File: src/rtl/polar16_pkg.sv
// Package for the length-16 polar half-tree decoder.
// Holds the sequencer states, the child routing kinds and the 8-point
// polar transform shared by the child router and the partial-sum stage.
package polar16_pkg;

    localparam int unsigned CHILD_N = 8;

    typedef enum logic [2:0] {
        ST_IDLE,
        ST_LLR,
        ST_DEC,
        ST_SEL,
        ST_PSUM,
        ST_OUT
    } p16_state_e;

    typedef enum logic [1:0] {
        KIND_ZERO,
        KIND_FULL,
        KIND_MIXED
    } p16_kind_e;

    // Row vector times the third Kronecker power of [[1,0],[1,1]] over GF(2),
    // computed as three butterfly stages (lower index absorbs the upper one).
    function automatic logic [7:0] polar_xform8(input logic [7:0] v);
        logic [7:0] t;
        t = v;
        for (int s = 0; s < 3; s++) begin
            for (int i = 0; i < 8; i++) begin
                if (((i >> s) & 1) == 0) begin
                    t[i] = t[i] ^ t[i + (1 << s)];
                end
            end
        end
        return t;
    endfunction

endpackage

File: src/rtl/p16_llr_unit.sv
// One lane of child-LLR arithmetic.
// Computes either the min-sum combination (left child) or the partial-sum
// controlled add/subtract (right child) of two signed LLRs, then saturates
// the result to the LLR width. Purely combinational.
module p16_llr_unit #(
    parameter int LLR_W = 8
) (
    input  logic signed [LLR_W-1:0] a_i,
    input  logic signed [LLR_W-1:0] b_i,
    input  logic                    psum_i,
    input  logic                    use_g_i,
    output logic signed [LLR_W-1:0] y_o
);

    localparam int EXT_W = LLR_W + 2;
    localparam logic signed [EXT_W-1:0] SAT_HI = EXT_W'((2 ** (LLR_W - 1)) - 1);
    localparam logic signed [EXT_W-1:0] SAT_LO = ~SAT_HI;

    logic signed [EXT_W-1:0] ea, eb, mag_a, mag_b, mn, fv, gv, pick;

    // Extended-width arithmetic for both child types, then clamp.
    always_comb begin
        ea    = {{2{a_i[LLR_W-1]}}, a_i};
        eb    = {{2{b_i[LLR_W-1]}}, b_i};
        mag_a = a_i[LLR_W-1] ? -ea : ea;
        mag_b = b_i[LLR_W-1] ? -eb : eb;
        mn    = (mag_a < mag_b) ? mag_a : mag_b;
        fv    = (a_i[LLR_W-1] ^ b_i[LLR_W-1]) ? -mn : mn;
        gv    = psum_i ? (eb - ea) : (eb + ea);
        pick  = use_g_i ? gv : fv;
        if (pick > SAT_HI) begin
            y_o = SAT_HI[LLR_W-1:0];
        end else if (pick < SAT_LO) begin
            y_o = SAT_LO[LLR_W-1:0];
        end else begin
            y_o = pick[LLR_W-1:0];
        end
    end

endmodule

File: src/rtl/p16_child_route.sv
// Routing and result selection for one length-8 child.
// Classifies the child from its mask, forms the sign decisions of its LLRs,
// and selects the child's bits: zeros, transformed registered decisions, or
// the registered (already masked) sub-decoder response.
// Assumes hard_q_i and nn_bits_q_i were registered while in the decode state.
module p16_child_route
    import polar16_pkg::*;
#(
    parameter int LLR_W = 8
) (
    input  logic [CHILD_N*LLR_W-1:0] child_llr_i,
    input  logic [CHILD_N-1:0]       child_mask_i,
    input  logic [CHILD_N-1:0]       hard_q_i,
    input  logic [CHILD_N-1:0]       nn_bits_q_i,
    output p16_kind_e                kind_o,
    output logic [CHILD_N-1:0]       hard_o,
    output logic [CHILD_N-1:0]       bits_o
);

    // Sign decision per position: negative LLR gives 1, zero or positive gives 0.
    for (genvar j = 0; j < CHILD_N; j++) begin : g_sign
        assign hard_o[j] = child_llr_i[j*LLR_W + LLR_W - 1];
    end

    // Child kind from how many positions carry information.
    always_comb begin
        if (child_mask_i == '0) begin
            kind_o = KIND_ZERO;
        end else if (&child_mask_i) begin
            kind_o = KIND_FULL;
        end else begin
            kind_o = KIND_MIXED;
        end
    end

    // Result chosen by kind.
    always_comb begin
        unique case (kind_o)
            KIND_ZERO: bits_o = '0;
            KIND_FULL: bits_o = polar_xform8(hard_q_i);
            default:   bits_o = nn_bits_q_i;
        endcase
    end

endmodule

File: src/rtl/p16_seq.sv
// Sequencer of the half-tree decoder.
// Walks idle -> child LLRs (GROUPS cycles) -> decode -> select, for the left
// child, then partial sums, then the same for the right child, then output.
// The decode state holds until dec_adv_i is high (sub-decoder handshake).
module p16_seq
    import polar16_pkg::*;
#(
    parameter int GROUPS = 4,
    parameter int GRP_W  = 2
) (
    input  logic             clk,
    input  logic             rst_n,
    input  logic             start_i,
    input  logic             dec_adv_i,
    output p16_state_e       state_o,
    output logic [GRP_W-1:0] grp_o,
    output logic             side_o,
    output logic             accept_o
);

    p16_state_e       state_q;
    logic [GRP_W-1:0] grp_q;
    logic             side_q;

    assign accept_o = (state_q == ST_IDLE) && start_i;
    assign state_o  = state_q;
    assign grp_o    = grp_q;
    assign side_o   = side_q;

    // State, lane-group counter and child side.
    always_ff @(posedge clk) begin
        if (!rst_n) begin
            state_q <= ST_IDLE;
            grp_q   <= '0;
            side_q  <= 1'b0;
        end else begin
            unique case (state_q)
                ST_IDLE: begin
                    if (start_i) begin
                        state_q <= ST_LLR;
                        grp_q   <= '0;
                        side_q  <= 1'b0;
                    end
                end
                ST_LLR: begin
                    if (grp_q == GRP_W'(GROUPS - 1)) begin
                        state_q <= ST_DEC;
                        grp_q   <= '0;
                    end else begin
                        grp_q <= grp_q + 1'b1;
                    end
                end
                ST_DEC: begin
                    if (dec_adv_i) begin
                        state_q <= ST_SEL;
                    end
                end
                ST_SEL: begin
                    state_q <= side_q ? ST_OUT : ST_PSUM;
                end
                ST_PSUM: begin
                    state_q <= ST_LLR;
                    side_q  <= 1'b1;
                    grp_q   <= '0;
                end
                default: begin
                    state_q <= ST_IDLE;
                end
            endcase
        end
    end

endmodule

File: src/rtl/polar16_halftree_dec.sv
// Length-16 polar decoder split at the root into two length-8 children.
// Captures LLRs and mask on start, forms child LLRs LANES at a time, routes
// each child to a zero shortcut, a sign-decision-plus-transform path or an
// external learned sub-decoder, and emits the 16 bits with a done pulse.
// Assumes LANES divides 8. Latency is 2*(8/LANES)+6 edges plus stall cycles.
module polar16_halftree_dec
    import polar16_pkg::*;
#(
    parameter int LLR_W = 8,
    parameter int LANES = 2
) (
    input  logic                     clk,
    input  logic                     rst_n,
    input  logic                     start_i,
    input  logic [16*LLR_W-1:0]      llr_i,
    input  logic [15:0]              mask_i,
    output logic                     busy_o,
    output logic                     done_o,
    output logic [15:0]              dec_bits_o,
    output logic                     nn_req_o,
    output logic [8*LLR_W-1:0]       nn_llr_o,
    output logic [7:0]               nn_mask_o,
    input  logic                     nn_rsp_valid_i,
    input  logic [7:0]               nn_rsp_bits_i
);

    localparam int N       = 16;
    localparam int HALF    = N / 2;
    localparam int GROUPS  = HALF / LANES;
    localparam int GRP_W   = (GROUPS > 1) ? $clog2(GROUPS) : 1;
    localparam int IDX_W   = $clog2(HALF);
    localparam int LATENCY = 2 * GROUPS + 6;

    p16_state_e              state;
    logic [GRP_W-1:0]        grp;
    logic                    side;
    logic                    accept;
    logic                    dec_adv;
    p16_kind_e               kind;

    logic signed [LLR_W-1:0] llr_q   [N];
    logic [N-1:0]            mask_q;
    logic signed [LLR_W-1:0] child_q [HALF];
    logic [HALF*LLR_W-1:0]   child_flat;
    logic [HALF-1:0]         child_mask;
    logic [HALF-1:0]         hard_now, hard_q;
    logic [HALF-1:0]         nn_bits_q;
    logic [HALF-1:0]         sel_bits;
    logic [HALF-1:0]         left_q, right_q;
    logic [HALF-1:0]         psum_q;

    logic [IDX_W-1:0]        lane_idx [LANES];
    logic signed [LLR_W-1:0] lane_y   [LANES];

    p16_seq #(
        .GROUPS (GROUPS),
        .GRP_W  (GRP_W)
    ) u_seq (
        .clk       (clk),
        .rst_n     (rst_n),
        .start_i   (start_i),
        .dec_adv_i (dec_adv),
        .state_o   (state),
        .grp_o     (grp),
        .side_o    (side),
        .accept_o  (accept)
    );

    // Lanes working on the current group of child positions.
    for (genvar k = 0; k < LANES; k++) begin : g_lane
        assign lane_idx[k] = IDX_W'(int'(grp) * LANES + k);
        p16_llr_unit #(
            .LLR_W (LLR_W)
        ) u_unit (
            .a_i     (llr_q[{1'b0, lane_idx[k]}]),
            .b_i     (llr_q[{1'b1, lane_idx[k]}]),
            .psum_i  (psum_q[lane_idx[k]]),
            .use_g_i (side),
            .y_o     (lane_y[k])
        );
    end

    for (genvar j = 0; j < HALF; j++) begin : g_flat
        assign child_flat[j*LLR_W +: LLR_W] = child_q[j];
    end

    assign child_mask = side ? mask_q[N-1:HALF] : mask_q[HALF-1:0];

    p16_child_route #(
        .LLR_W (LLR_W)
    ) u_route (
        .child_llr_i  (child_flat),
        .child_mask_i (child_mask),
        .hard_q_i     (hard_q),
        .nn_bits_q_i  (nn_bits_q),
        .kind_o       (kind),
        .hard_o       (hard_now),
        .bits_o       (sel_bits)
    );

    assign dec_adv   = (kind != KIND_MIXED) || nn_rsp_valid_i;
    assign nn_req_o  = (state == ST_DEC) && (kind == KIND_MIXED);
    assign nn_llr_o  = child_flat;
    assign nn_mask_o = child_mask;
    assign busy_o    = (state != ST_IDLE);

    // Capture channel LLRs and mask when a start is accepted.
    always_ff @(posedge clk) begin
        if (!rst_n) begin
            for (int i = 0; i < N; i++) llr_q[i] <= '0;
            mask_q <= '0;
        end else if (accept) begin
            for (int i = 0; i < N; i++) llr_q[i] <= llr_i[i*LLR_W +: LLR_W];
            mask_q <= mask_i;
        end
    end

    // Write LANES child LLRs per cycle during the LLR state.
    always_ff @(posedge clk) begin
        if (!rst_n) begin
            for (int j = 0; j < HALF; j++) child_q[j] <= '0;
        end else if (state == ST_LLR) begin
            for (int k = 0; k < LANES; k++) child_q[lane_idx[k]] <= lane_y[k];
        end
    end

    // Register sign decisions and the masked sub-decoder response.
    always_ff @(posedge clk) begin
        if (!rst_n) begin
            hard_q    <= '0;
            nn_bits_q <= '0;
        end else if (state == ST_DEC) begin
            hard_q <= hard_now;
            if (nn_rsp_valid_i) begin
                nn_bits_q <= nn_rsp_bits_i & child_mask;
            end
        end
    end

    // Store each child's selected bits.
    always_ff @(posedge clk) begin
        if (!rst_n) begin
            left_q  <= '0;
            right_q <= '0;
        end else if (state == ST_SEL) begin
            if (side) right_q <= sel_bits;
            else      left_q  <= sel_bits;
        end
    end

    // Re-encode the left child into partial sums for the right child.
    always_ff @(posedge clk) begin
        if (!rst_n) begin
            psum_q <= '0;
        end else if (state == ST_PSUM) begin
            psum_q <= polar_xform8(left_q);
        end
    end

    // Publish the codeword estimate with a one-cycle done pulse.
    always_ff @(posedge clk) begin
        if (!rst_n) begin
            dec_bits_o <= '0;
            done_o     <= 1'b0;
        end else begin
            done_o <= (state == ST_OUT);
            if (state == ST_OUT) begin
                dec_bits_o <= {right_q, left_q};
            end
        end
    end

endmodule

File: config.mk
export PLATFORM = sky130hd
export DESIGN_NAME = polar16_halftree_dec
export DESIGN_NICKNAME = d
export VERILOG_FILES = /design/src/rtl/polar16_pkg.sv /design/src/rtl/p16_llr_unit.sv /design/src/rtl/p16_child_route.sv /design/src/rtl/p16_seq.sv /design/src/rtl/polar16_halftree_dec.sv
export SDC_FILE = /design/constraint.sdc
export NUM_CORES = 1
export LEC_CHECK = 0
export BUFFER_PORTS_ARGS = -buffer_cell sky130_fd_sc_hd__buf_4
export CORE_MARGIN = 2
export CORE_UTILIZATION = 25
export DETAILED_ROUTE_END_ITERATION = 10
export PLACE_DENSITY_LB_ADDON = 0.2
export SYNTH_ARGS = -nofsm -noshare
export SYNTH_HDL_FRONTEND = slang
export SYNTH_SLANG_ARGS = --single-unit
File: constraint.sdc
create_clock -name clk -period 10.1 [get_ports clk]
set_input_delay 1.01 -clock clk [delete_from_list [all_inputs] [get_ports clk]]
set_output_delay 1.01 -clock clk [all_outputs]
set_load 0.005 [all_outputs]
Word level (Yosys, flattened, before mapping)
Memories as Yosys holds them, arrays and structs flattened. A register that Yosys moved wholly into a read port is not among the register bits. Cells that the tools add are included.

Output and inout port bits: 91. Memory bits (writable): 192. Bits of input ports: 156. Register bits after elaboration: 79. Memories: 2. Logic and storage cells: 198.

Memories: llr_q (depth 16, width 8, rd ports 4, clocked after memory_dff 2, wr ports 16, RTL line polar16_halftree_dec.sv:41) `logic signed [LLR_W-1:0] llr_q [N];`; child_q (depth 8, width 8, rd ports 8, clocked after memory_dff 0, wr ports 8, RTL line polar16_halftree_dec.sv:43) `logic signed [LLR_W-1:0] child_q [HALF];`.

Equal/unequal tests: 12. Order comparisons: 8. Bitwise logic cells: 44. $add $sub $neg: 12. Mux-type cells: 91. Reduce and logical (&&, ||, !) cells: 18.

Operators by type and width (number): 8-bit 2-to-1 mux (23); 10-bit 2-to-1 mux (12); 8-bit negation with 10-bit output (4); 1-bit 2-to-1 mux (37); 1-bit XOR (26); 10-bit by 8-bit > comparator with 1-bit output, second input constant (2); 10-bit less-than comparator (2); 10-bit by 8-bit less-than comparator with 1-bit output, second input constant (2); 10-bit negation (2); 8-bit by 8-bit adder with 9-bit output (2); 8-bit by 8-bit subtractor with 9-bit output (2); 4-bit 2-to-1 mux (4); 1-bit OR (16); 8-bit one-hot mux with 2 select lines (1); 8-bit OR reduction (2); 3-bit 2-to-1 mux (5); 3-bit one-hot mux with 5 select lines (1); 2-bit AND reduction (5); 8-bit bitwise AND (1); 8-bit zero test (1); 3-bit by 4-bit less-than comparator with 1-bit output, second input constant (2); 2-bit 2-to-1 mux (4); 8-bit AND reduction (1); 3-bit by 2-bit equality test with 1-bit output, second input constant (2); 20 further kinds (26).

Longest topological paths before layout
Gate-level depths: netlist of the first run. An unclocked memory read counts as a cell.

Word-level depth: 13. Mapped depth: 30. Depth with buffers taken out: 26.

Modules after synthesis
From an unflattened synthesis of the first run, not the netlist that was laid out.

Cell total of the unflattened synthesis: 1327. Area, all modules: 15207.1 µm².

Modules (own cells, without submodules): polar16_halftree_dec (sequential area each 7226.9 µm², area an instance 11116.9 µm², cells an instance 786, times used 1); p16_llr_unit at g_lane[1].u_unit (sequential area each 0.0 µm², area an instance 1751.7 µm², cells an instance 243, times used 1); p16_llr_unit at g_lane[0].u_unit (sequential area each 0.0 µm², area an instance 1706.6 µm², cells an instance 226, times used 1); p16_seq (sequential area each 120.1 µm², area an instance 341.6 µm², cells an instance 37, times used 1); p16_child_route (sequential area each 0.0 µm², area an instance 290.3 µm², cells an instance 35, times used 1).

Worst setup path after synthesis of the first run
Ideal clock, no wire load.

Path kind: reg-to-reg. Start point: reg (tool-made name). End point: mem child_q[0][5] (data pin). Arrival time: 5488 ps. Period minus slack after synthesis: 5754 ps. Setup time: 266 ps. Path slack: 4346 ps. Buffers on the path: 4. Cell stages (with the launch flop): 28. Data required time: 9834 ps. Cell sequence: dfxtp_1 buf_2 buf_2 mux4_2 inv_1 ha_1 inv_1 nor3_1 nand2_1 nor3_1 ha_1 ha_1 a21oi_1 nor2_1 a31oi_1 o31ai_1 buf_2 clkbuf_1 o21ai_0 ha_1 nand4_1 o41ai_1 xor2_1 o21ai_0 a211o_1 a21o_1 o221ai_1 nor2_1.

RTL lines (RTL line): end: declaration (polar16_halftree_dec.sv:43).

==> results of run 1 <==
==> Yosys cell counts (all sizes together), types with 22 or more instances <==
master,number
o21ai,41
dfxtp,81
clkbuf,52
nor2,100
xnor2,53
mux4,34
and2,145
o211a,23
edfxtp,192
nand2,144
nand3,22
xor2,27
a21boi,40
a21oi,39
nor3,47
ha,44
inv,44
==> cell type report <==
| type | instances | share of cell area (%) |
|---|---|---|
| flip-flops and latches | 273 | 39.24 |
| multi-input cells | 1008 | 38.42 |
| repair buffers | 256 | 10.21 |
| clock buffers | 46 | 4.871 |
| inverters | 44 | 0.8904 |
| clock inverters | 15 | 1.236 |
| well taps | 773 | 5.137 |
==> path summary, 6_finish.rpt <==
| path | endpoint | startpoint | cells past startpoint |
|---|---|---|---|
| worst max-delay path | child_q[3][2] | u_seq.grp_o[1] | 18 |
| worst min-delay path | dec_bits_o[4] | dec_bits_o[4] | 2 |
| worst max register to register | child_q[3][2] | u_seq.grp_o[1] | 18 |
| worst min register to register | dec_bits_o[4] | dec_bits_o[4] | 2 |
==> report_power, final <==
part / leakage, nW / switching (mW) / internal [mW]
Sequential: 2.69 / 0.0340 / 1.27
Clock: 0.558 / 0.489 / 0.774
Combinational: 4.24 / 0.638 / 0.395
==> flip-flops by register name (all words and copies together), names as in the netlist, named ones only <==
register       cells
llr_q            128
child_q           64
dec_bits_o        16
mask_q            16
hard_q             8
left_q             8
nn_bits_q          8
psum_q             8
right_q            8
u_seq.state_o      3
u_seq.grp_o        2
done_o             1
u_seq.side_o       1
==> stage by stage <==
step | cell area (um2) | setup slack (ns)
final | 18830 | 2.735
after global routing | 18830 | 1.969
after CTS | 18830 | 2.727
after detailed placement | 17680 | 2.771
after global placement | 17680 | 2.971
after floorplan | 15060 | 4.346
==> worst min-delay path, stage by stage, from the launching register on <==
cell and delay, ns:
dfxtp_1 0.31, nand2_1 0.05, a21boi_0 0.06
==> metal layers <==
metal / share of wire (%) / routed length (um) / vias to the layer above / global-route usage [%]
met1: 46 / 21390 / 5535 / 20.29
met2: 46 / 21190 / 333 / 23.77
li1: - / - / 5546 / -
met5: 0 / 0 / - / 0
met3: 5.8 / 2660 / 53 / 2.800
met4: 2.1 / 947 / 0 / 3.907
==> cell families after synthesis <==
family / after synthesis / share of synthesized area, %
DFF: 273 / 49.11
other: 2 / 0.04993
muxes: 56 / 6.704
buffers and inverters: 110 / 2.978
adders and majority gates: 49 / 4.151
and+or+nand+nor: 536 / 18.11
AOI/OAI and AO/OA: 281 / 14.19
xor gates and xnor gates: 80 / 4.708
==> impl_metrics.py, run 1 <==
metrics = {
    "status": {
        "status": "complete, no violations",
    },
    "synthesis": {
        "synth.distinct_cells": 90,
        "synthTopCellsByArea": "edfxtp_1, dfxtp_1, and2_1",
        "synth_area_um2": 15040,
        "avgSynthCellArea_um2": 10.84,
        "synth-seq-cells": 273,
        "synth_top_area_share_pct": 38.33,
        "synth_edf_count": 192,
        "async_flop_share_pct": 0,
        "syn_inst": 1387,
        "synth_top_area_cell": "edfxtp_1",
        "synth_ff_type": "edfxtp_1",
        "yosysSeqAreaShare_pct": 49.11,
        "yosys_warnings": 0,
    },
    "die": {
        "die_w_um": 249.3,
        "start_util_pct": 25.39,
        "pin_count": 247,
        "fp.dieArea_um2": 62150,
        "core_area_um2": 59240,
        "rows": 89,
        "die_y_um": 249.3,
    },
    "clocking": {
        "post_cts_buffers": 0,
        "cts_root_buf": "clkbuf_16",
        "cts_htree_levels": 2,
        "tritoncts": "done",
        "holdBufCountCts": 0,
        "postCtsResizedCells": 0,
        "cts_sinks": 273,
        "cts_buffer_depth": 3,
        "cts_buffers": 34,
        "clk_latency_ns": 0.54,
        "cts.clk_slew.worst_paths_ns": 0.06,
    },
    "grt": {
        "grt_pass1_vias": 11690,
        "grt-ovfl-total": 0,
        "grt_max_degree": 80,
        "antenna_found_initial": 0,
        "grt_usage_pct": 14.77,
        "grt_pass1_wl_um": 71190,
    },
    "timing": {
        "holdWs_ns": 0.4642,
        "finalClockSkew_ns": 0.01546,
        "clock.fmax_mhz": 135.8,
        "rsz0062_at_grt": "false",
        "slew_viol_final": 0,
        "slew_headroom_pct": 16.67,
        "worst_slew_pin_slew_ns": 1.248,
        "finalHoldViolations": 0,
        "setup_viol": 0,
        "period_needed_ns": 7.365,
        "setup_tns_ns": 0,
        "period_share_pct": 72.92,
    },
    "setup_path": {
        "worstPathCellList": "mux4_1 -> nor4_2 -> nand2b_1 -> nor3_1 -> ha_1 -> ha_1 -> a21o_1 -> a21oi_1 -> nand2_1 -> o21ai_1 -> and2_1 -> mux2i_1 -> ha_1 -> o311ai_1 -> o211ai_1 -> nand3_2 -> o32ai_1 -> nor3_1",
        "slowest_stage": "dfxtp_1",
        "path_buf_inv": 0,
        "cp.required_ns": 10.36,
        "end_kind": "register",
        "rrSetupSlack_ns": 2.74,
        "worst_setup_path_start_kind": "register",
        "critPathMaxStageDelay_ns": 1.15,
        "cpMostUsedCell": "ha_1",
        "arrival_ns": 7.63,
        "crit_type": "reg2reg",
        "path_max_fanout": 22,
        "cp_top_family": "compound AO/OA/AOI/OAI gates",
    },
    "finish": {
        "final_nets": 1819,
        "final_common_cell": "buf_4",
        "multi_input_area_um2": 7234,
        "layout_common_cells": "buf_4, edfxtp_1, nand2_1, and2_1, nor2_1",
        "final_cells": 2415,
        "fillers": 6113,
        "final_core_util_pct": 31.78,
        "seqCellArea_um2": 7388,
        "n_antenna_cell": 0,
        "area_growth_pct": 25.18,
        "drive_gt1_share_pct": 23.57,
    },
    "place": {
        "dp.cells": 2354,
        "routabilityCongestion": 0.8771,
        "hpwl_um": 35530,
        "io_buffers": 246,
    },
    "worst_hold_path": {
        "hp-class": "reg2reg",
    },
    "route": {
        "vias_per_cell": 4.748,
        "drt-wirelength-per-cell_um": 19.13,
        "drc": 0,
        "antenna_left": 0,
        "vias": 11470,
        "drt_iter0_drc": 739,
        "drt_wl_total_um": 46190,
        "drt-pass1-iter-count": 5,
    },
    "pwr": {
        "p_leak_nw": 7.489,
        "power-per-cell-area_nw_per_um2": 191.2,
        "power.total_mw": 3.600,
        "worst_ir_drop_vdd_uv": 95.09,
    },
    "flow_run": {
        "max_cap_viol_count": 0,
    },
}
No activity file was read; power rests on OpenSTA's default activity.
==> inputs of run 2 (changes only) <==
Clock period 10.1 ns to 6.2 ns, I/O delays scaled along.
==> impl_metrics.py, run 2 (synthesized netlist as in run 1, its figures left out) <==
metrics = {
    "finish": {
        "drive_gt1_share_pct": 26.53,
        "top_register": "llr_q",
        "n_antenna_cell": 0,
        "final_nets": 1859,
        "reg.largest.list": "llr_q: 128 flops, child_q: 64 flops",
        "multi_input_area_um2": 7313,
        "layout_common_cells": "buf_4, edfxtp_1, and2_1",
        "seqCellArea_um2": 7392,
        "largest_reg_flops": 128,
        "final_cells": 2454,
        "area_growth_pct": 27.60,
        "fillers": 6091,
        "final_common_cell": "buf_4",
    },
    "clocking": {
        "holdBufCountCts": 0,
        "tritoncts": "done",
        "cts_buffers": 35,
        "clk_latency_ns": 0.55,
        "cts_htree_levels": 2,
        "cts_buffer_depth": 3,
        "cts_sinks": 273,
        "cts.clk_slew.worst_paths_ns": 0.06,
        "cts_root_buf": "clkbuf_16",
    },
    "timing": {
        "finalHoldViolations": 0,
        "slew_headroom_pct": 41.47,
        "setup_tns_ns": 0,
        "period_share_pct": 93.65,
        "rsz0062_at_grt": "false",
        "period_needed_ns": 5.806,
        "finalClockSkew_ns": 0.01948,
        "worst_slew_pin_slew_ns": 0.8759,
        "slew_viol_final": 0,
        "clock.fmax_mhz": 172.2,
        "setup_viol": 0,
    },
    "setup_path": {
        "r2r-end": "child_q[4][1]",
        "crit_end": "child_q[4][1]",
        "worstPathCellList": "buf_12 -> mux4_2 -> inv_1 -> ha_1 -> mux2_2 -> inv_1 -> ha_1 -> nor2b_1 -> o21ai_0 -> nand2b_1 -> maj3_1 -> a221oi_1 -> o31ai_2 -> o21ai_1 -> ha_2 -> nand4_1 -> o41ai_2 -> xor2_1 -> o21ai_0 -> a211o_1 -> a21o_1 -> o221ai_1 -> buf_4 -> nor2_1",
        "slowest_stage": "mux4_2",
        "ff2ff_path_depth": 24,
        "path_buf_inv": 4,
        "cp.required_ns": 6.47,
        "end_kind": "register",
        "path_max_fanout": 16,
        "rrSetupSlack_ns": 0.39,
        "worst_setup_path_start_kind": "register",
        "arrival_ns": 6.08,
        "crit_type": "reg2reg",
        "cp_top_family": "compound AO/OA/AOI/OAI gates",
        "crit_cells": 24,
        "critPathMaxStageDelay_ns": 0.60,
    },
    "grt": {
        "grt_pass1_vias": 11840,
        "grt_pass1_wl_um": 69960,
        "grt-ovfl-total": 0,
        "grt_max_degree": 85,
        "antenna_found_initial": 0,
        "grt_usage_pct": 14.49,
    },
    "route": {
        "vias_per_cell": 4.705,
        "drt-wirelength-per-cell_um": 18.59,
        "drt_wl_total_um": 45620,
        "vias": 11550,
        "antenna_left": 0,
        "drt_iter0_drc": 667,
        "drt-pass1-iter-count": 5,
        "drc": 0,
    },
    "die": {
        "die_y_um": 249.3,
        "core_area_um2": 59240,
        "rows": 89,
        "fp.dieArea_um2": 62150,
        "pin_count": 247,
        "die_w_um": 249.3,
        "start_util_pct": 25.39,
    },
    "pwr": {
        "p_leak_nw": 7.687,
        "power-per-cell-area_nw_per_um2": 307.2,
        "worst_ir_drop_vdd_uv": 164.0,
    },
    "place": {
        "dp.cells": 2390,
        "routabilityCongestion": 0.8735,
        "io_buffers": 246,
        "hpwl_um": 35090,
    },
    "flow_run": {
        "max_cap_viol_count": 0,
    },
    "worst_hold_path": {
        "hold_depth": 2,
        "hp-class": "in2reg",
    },
    "status": {
        "status": "complete, no violations",
    },
}
[run 2: routing by layer]
metal	part of all wire [%]	up-vias	global-route usage [%]
met1	46	5569	19.52
li1	-	5632	-
met2	47	286	23.87
met4	2.1	0	3.787
met5	0	-	0
met3	4.8	60	2.685
[run 2: area by class of cell]
class	count	area share [%]
well taps	773	5.039
clock buffers	47	5.150
multi-input cells	1008	38.10
repair buffers	295	11.69
flip-flops and latches	273	38.51
inverters	44	0.8735
clock inverters	14	0.6323
[run 2: repair_timing]
action | 4_1_cts | 5_1_grt
endpoints found under the setup margin | 0 | 52
buffers inserted | 0 | 3
resized for setup | 0 | 22
[run 2: worst min-delay path by stage]
stage | from | end | slack [ns]
after floorplan | nn_bits_q[7] | nn_bits_q[7] | 0.44
after global placement | nn_bits_q[3] | nn_bits_q[3] | 0.45
after detailed placement | nn_bits_q[3] | nn_bits_q[3] | 0.46
after CTS | mask_i[0] | mask_q[0] | 0.25
after global routing | mask_i[12] | mask_q[12] | 0.26
final | mask_i[12] | mask_q[12] | 0.29
[run 2: power by group]
group | switching (mW) | internal (mW) | total (mW)
clock | 0.795 | 1.17 | 1.96
combinational | 1.07 | 0.747 | 1.82
sequential | 0.0458 | 2.07 | 2.12
[run 2: metrics by stage]
| stage | power, mW | worst slack, ns | instance area (um2) | util (%) | hold slack [ns] |
|---|---|---|---|---|---|
| 2_1_floorplan | 3.281 | 0.4457 | 15060 | - | 0.4407 |
| 3_3_place_gp | 3.918 | 0.2903 | 17960 | 30.32 | 0.4528 |
| 3_5_place_dp | 3.912 | 0.1047 | 17960 | 30.32 | 0.4589 |
| 4_1_cts | 5.921 | 0.07642 | 19070 | 32.19 | 0.2516 |
| 5_1_grt | 6.237 | 0.01644 | 19190 | 32.40 | 0.2611 |
| 6_report | 5.897 | 0.3936 | 19190 | 32.40 | 0.2863 |
[run 2: worst register-to-register path, cell delays in order (launching register included)]
cell      delay, ns
dfxtp_1        0.35
buf_12         0.19
mux4_2         0.61
inv_1          0.14
ha_1           0.24
mux2_2         0.26
inv_1          0.09
ha_1           0.23
nor2b_1        0.12
o21ai_0        0.15
nand2b_1       0.08
maj3_1         0.35
a221oi_1       0.31
o31ai_2        0.16
o21ai_1        0.22
ha_2           0.26
nand4_1        0.16
o41ai_2        0.26
xor2_1         0.18
o21ai_0        0.14
a211o_1        0.25
a21o_1         0.23
o221ai_1       0.28
buf_4          0.23
nor2_1         0.07
